File: src/rtl/gray_cnt_pkg.sv
package gray_cnt_pkg;
  typedef enum logic {
    DIR_DOWN = 1'b0,
    DIR_UP   = 1'b1
  } step_dir_e;
endpackage

File: src/rtl/gray_parity.sv
module gray_parity #(
  parameter int W = 3
) (
  input  logic [W-1:0] word_i,
  output logic         odd_o
);
  logic [W-1:0] chain;

  assign chain[0] = word_i[0];
  for (genvar i = 1; i < W; i++) begin : g_chain
    assign chain[i] = chain[i-1] ^ word_i[i];
  end

  assign odd_o = chain[W-1];
endmodule

File: src/rtl/gray_step.sv
module gray_step
  import gray_cnt_pkg::*;
#(
  parameter int W = 3
) (
  input  logic [W-1:0] cur_i,
  input  step_dir_e    dir_i,
  output logic [W-1:0] nxt_o
);
  logic         odd;
  logic         flip_lsb;
  logic [W-1:0] flip;

  gray_parity #(.W(W)) u_parity (
    .word_i(cur_i),
    .odd_o (odd)
  );

  // Forward: even parity toggles bit 0; odd parity toggles the bit above the
  // lowest set bit. Backward uses the opposite parity choice.
  assign flip_lsb = (dir_i == DIR_UP) ? ~odd : odd;

  always_comb begin
    logic found;
    flip  = '0;
    found = 1'b0;
    if (flip_lsb) begin
      flip[0] = 1'b1;
    end else begin
      for (int i = 0; i < W; i++) begin
        if (!found && cur_i[i]) begin
          found = 1'b1;
          flip[(i == W-1) ? i : i + 1] = 1'b1;
        end
      end
      if (!found) flip[W-1] = 1'b1;
    end
  end

  assign nxt_o = cur_i ^ flip;
endmodule

File: src/rtl/gray_state_reg.sv
module gray_state_reg #(
  parameter int W = 3
) (
  input  logic         clk_i,
  input  logic         rst_i,
  input  logic         load_i,
  input  logic [W-1:0] d_i,
  output logic [W-1:0] q_o
);
  always_ff @(posedge clk_i) begin
    if (rst_i)       q_o <= '0;
    else if (load_i) q_o <= d_i;
  end
endmodule

File: src/rtl/gray_updown_counter.sv
module gray_updown_counter
  import gray_cnt_pkg::*;
#(
  parameter int W = 3
) (
  input  logic         clk_i,
  input  logic         rst_i,
  input  logic         cnt_en_i,
  input  logic         dir_up_i,
  output logic [W-1:0] gray_o
);
  logic [W-1:0] state_q;
  logic [W-1:0] state_nxt;
  step_dir_e    dir;

  assign dir = step_dir_e'(dir_up_i);

  gray_step #(.W(W)) u_step (
    .cur_i(state_q),
    .dir_i(dir),
    .nxt_o(state_nxt)
  );

  gray_state_reg #(.W(W)) u_reg (
    .clk_i (clk_i),
    .rst_i (rst_i),
    .load_i(cnt_en_i),
    .d_i   (state_nxt),
    .q_o   (state_q)
  );

  assign gray_o = state_q;

  // Assertion helpers: position of a Gray word decoded to binary.
  function automatic logic [W-1:0] pos_of(input logic [W-1:0] g);
    logic [W-1:0] b;
    b[W-1] = g[W-1];
    for (int i = W - 2; i >= 0; i--) b[i] = b[i+1] ^ g[i];
    return b;
  endfunction

  logic rst_seen_q;
  always_ff @(posedge clk_i) begin
    rst_seen_q <= rst_i;
    if (rst_seen_q) begin
      a_r1_reset_clears : assert (state_q == '0);
    end
  end

  a_r5_one_bit_moves : assert property (@(posedge clk_i) disable iff (rst_i)
    cnt_en_i |=> ($countones(state_q ^ $past(state_q)) == 1));

  a_r6_hold_when_off : assert property (@(posedge clk_i) disable iff (rst_i)
    !cnt_en_i |=> $stable(state_q));

  a_r2_forward_pos : assert property (@(posedge clk_i) disable iff (rst_i)
    (cnt_en_i && dir_up_i) |=> (pos_of(state_q) == W'(pos_of($past(state_q)) + 1'b1)));

  a_r4_backward_pos : assert property (@(posedge clk_i) disable iff (rst_i)
    (cnt_en_i && !dir_up_i) |=> (pos_of(state_q) == W'(pos_of($past(state_q)) - 1'b1)));
endmodule

File: config.mk
export PLATFORM = sky130hd
export DESIGN_NAME = gray_updown_counter
export DESIGN_NICKNAME = d
export VERILOG_FILES = /design/src/rtl/gray_cnt_pkg.sv /design/src/rtl/gray_parity.sv /design/src/rtl/gray_step.sv /design/src/rtl/gray_state_reg.sv /design/src/rtl/gray_updown_counter.sv
export SDC_FILE = /design/constraint.sdc
export NUM_CORES = 1
export LEC_CHECK = 0
export BUFFER_PORTS_ARGS = -buffer_cell sky130_fd_sc_hd__buf_4
export CAP_MARGIN = 20
export CORE_AREA = 2 2 39 41
export CTS_CLUSTER_SIZE = 8
export DETAILED_ROUTE_END_ITERATION = 8
export DIE_AREA = 0 0 41 43
export PLACE_DENSITY = 0.4
export SETUP_SLACK_MARGIN = 0.15
export SYNTH_ARGS = -nofsm -noshare
export SYNTH_HDL_FRONTEND = slang
export SYNTH_SLANG_ARGS = --single-unit
File: constraint.sdc
create_clock -name clk_i -period 2.5 [get_ports clk_i]
set_input_delay 0.375 -clock clk_i [delete_from_list [all_inputs] [get_ports clk_i]]
set_output_delay 0.375 -clock clk_i [all_outputs]
set_load 0.02 [all_outputs]
==> summary.txt <==
Status
  • Status: completed

Die
  • Die height: 43 µm
  • Initial Util: 0.126
  • Cell Rows: 14
  • Core area: between 0.001 and 0.0015 mm²
  • Die area: approximately 0.0018 mm²
  • I/O pins: 7
  • Die span in x: 41 µm

Critical path
  • Critical path buffer and inverter count: 1
  • CP max-delay cell: dfxtp_1
  • Worst path arrival time: 1800 ps
  • Crit path required time: 2640 ps
  • Crit path launch type: register
  • Largest fanout on the critical path: 4
  • CP cell instances: inv_1, ha_1, xor2_1, xnor2_1, ha_1, a211oi_1
  • Critical path class: register to register
  • Most used cell, CP: ha_1
  • CP delay by family, top: adder cells
  • Critical path endpoint category: register
  • CP max stage delay: 360 ps

Clock tree
  • TritonCTS buffer count: 3
  • Resized cells post-CTS: 0
  • H-tree depth: 1
  • Worst-Skew Late Latency: 230 ps
  • Worst-path clk slew: 40 ps
  • Max Buffers Root-to-Sink: 2
  • CTS tree: done
  • Clock sink total: 3
  • Post-CTS Hold Buffers: 0
  • Setup Buffers After CTS: 0
  • Root buffer cell: clkbuf_4

Power and ir drop
  • Comb pwr share: 0.351
  • P_sw: 0.0718 mW
  • Total chip power: 0.228 mW
  • VDD IR max: 286 µV
  • Clock power frac: 0.362
  • Sw Ratio: 0.314
  • Sequential share of power: 0.286
  • Internal power: 0.157 mW
  • Pwr dens: 861 mW/mm²
  • Leak Pwr: ~0.12 nW

Place
  • Gpl congestion: 0.516
  • PortBufs: 6
  • Hpwl dp: 266 µm

STA
  • Worst rel slew slack: 0.863
  • Final Setup Violations: 0
  • Minimum clock period: 1660 ps
  • Slew @ Worst Pin: 204 ps
  • Fin Clk Skew: a little under 0.7 ps
  • Slew Limit Fails: 0
  • Final Cycle Share: 0.663
  • Max Clk Rate: around 0.6 GHz
  • TNS Setup: 0 ps
  • Final Hold Vio Count: 0
  • Unrepaired setup endpoints after global routing: false

Synthesis
  • Flops & latches, synth: 3
  • Sequential share of the synthesized area: 0.345
  • Post-synthesis area per instance: 9.15 µm²
  • Synth warn: 0
  • Synthesized Nets: 26
  • Cells after Synth: 19
  • Distinct cells, synth: 10
  • Mapped Area: 174 µm²

Run
  • Max Cap Violations: 0

Route
  • Initial drt markers: 1
  • Routed wire per std cell: 7.36 µm
  • # DRC: 0
  • Drt total wl: between 300 and 400 µm
  • Via Count: 151
  • ANT nets after route: 0
  • Via density: 3.36
  • DRT Pass-1 Iters: 2

Final layout
  • Largest register FFs: 3
  • Register name with the most flops: u_reg.q_o
  • Fillcell total: 154
  • Util after Layout: 0.192
  • Layout Nets: 37
  • Share of cells above drive strength 1: 0.310
  • Layout area overhead: 52.5%
  • Commonest non-fill, non-tap cell in the layout: buf_4
  • Top flop regs: u_reg.q_o (3)
  • Ant diodes: 0

Global route
  • GRT Total Usage: 0.0621
  • Largest net degree at the start of global routing: 5
  • Overflow after GRT: 0
  • Initial antenna violation count: 0
  • Vias in the first global route: 165
  • Global-route wire length before repair: 627 µm

Hold path
  • Hold WC Path Type: primary input to register
[per-stage QoR]
step | cell area (µm²) | cells | hold slack [ps] | worst slack, ps
2_1_floorplan | 174 | 19 | 447 | 796
3_3_place_gp | 239 | 41 | 505 | 866
3_5_place_dp | 239 | 41 | 504 | 872
4_1_cts | 265 | 45 | 316 | 849
5_1_grt | 265 | 45 | 319 | 683
6_report | 265 | 45 | 325 | 843
[cell usage after synthesis, drive strengths merged]
library cell  instances  share of area
a211oi                1          0.043
dfxtp                 3           0.35
ha                    3           0.22
inv                   3          0.065
mux2                  1          0.065
nand2                 1          0.022
nor2                  3          0.065
o21ai                 1          0.029
xnor2                 2           0.10
xor2                  1          0.050
[area by class of cell]
| type | count | area [µm²] | share of cell area |
|---|---|---|---|
| Timing Repair Buffer | 6 | 45.0 | 0.170 |
| Clock buffer | 4 | 26.3 | 0.0991 |
| Inverter | 3 | 11.3 | 0.0425 |
| Sequential cell | 3 | 60.1 | 0.226 |
| Tap cell | 16 | 20.0 | 0.0755 |
| Multi-Input combinational cell | 13 | 103 | 0.387 |
[power by group through the flow]
| stage | logic [mW] | registers, mW | clock network, mW |
|---|---|---|---|
| after floorplan | 0.0455 | 0.0756 | 0 |
| after global routing | 0.0933 | 0.0671 | 0.0934 |
| after detailed placement | 0.0805 | 0.0661 | 0 |
| after CTS | 0.0813 | 0.0654 | 0.0879 |
| final | 0.0803 | 0.0654 | 0.0828 |
| after global placement | 0.0815 | 0.0657 | 0 |
[logic make-up after synthesis]
| group | count (synthesis) | synth area share |
|---|---|---|
| buf+inv | 3 | 0.0647 |
| compound gates | 2 | 0.0719 |
| flops | 3 | 0.345 |
| xor+xnor | 3 | 0.151 |
| fa+ha+maj | 3 | 0.216 |
| mux | 1 | 0.0647 |
| simple gates | 4 | 0.0863 |
[final timing paths]
check | startpoint | cells after the start | slack [ps] | endpoint
max | u_reg.q_o[0]$_SDFFE_PP0P_ | 6 | 840 | u_reg.q_o[0]$_SDFFE_PP0P_
min | rst_i | 2 | 330 | u_reg.q_o[1]$_SDFFE_PP0P_
max reg2reg | u_reg.q_o[0]$_SDFFE_PP0P_ | 6 | 840 | u_reg.q_o[0]$_SDFFE_PP0P_
min reg2reg | u_reg.q_o[0]$_SDFFE_PP0P_ | 2 | 510 | u_reg.q_o[0]$_SDFFE_PP0P_
[per-layer routing]
| metal | GRT usage | vias to the layer above | share of wire |
|---|---|---|---|
| met5 | 0 | - | 0 |
| met4 | 0.0600 | 0 | 0 |
| met3 | 0.0628 | 0 | 0.12 |
| met2 | 0.0594 | 7 | 0.31 |
| met1 | 0.0703 | 63 | 0.56 |
| li1 | - | 81 | - |
No activity file was read; power rests on OpenSTA's default activity.
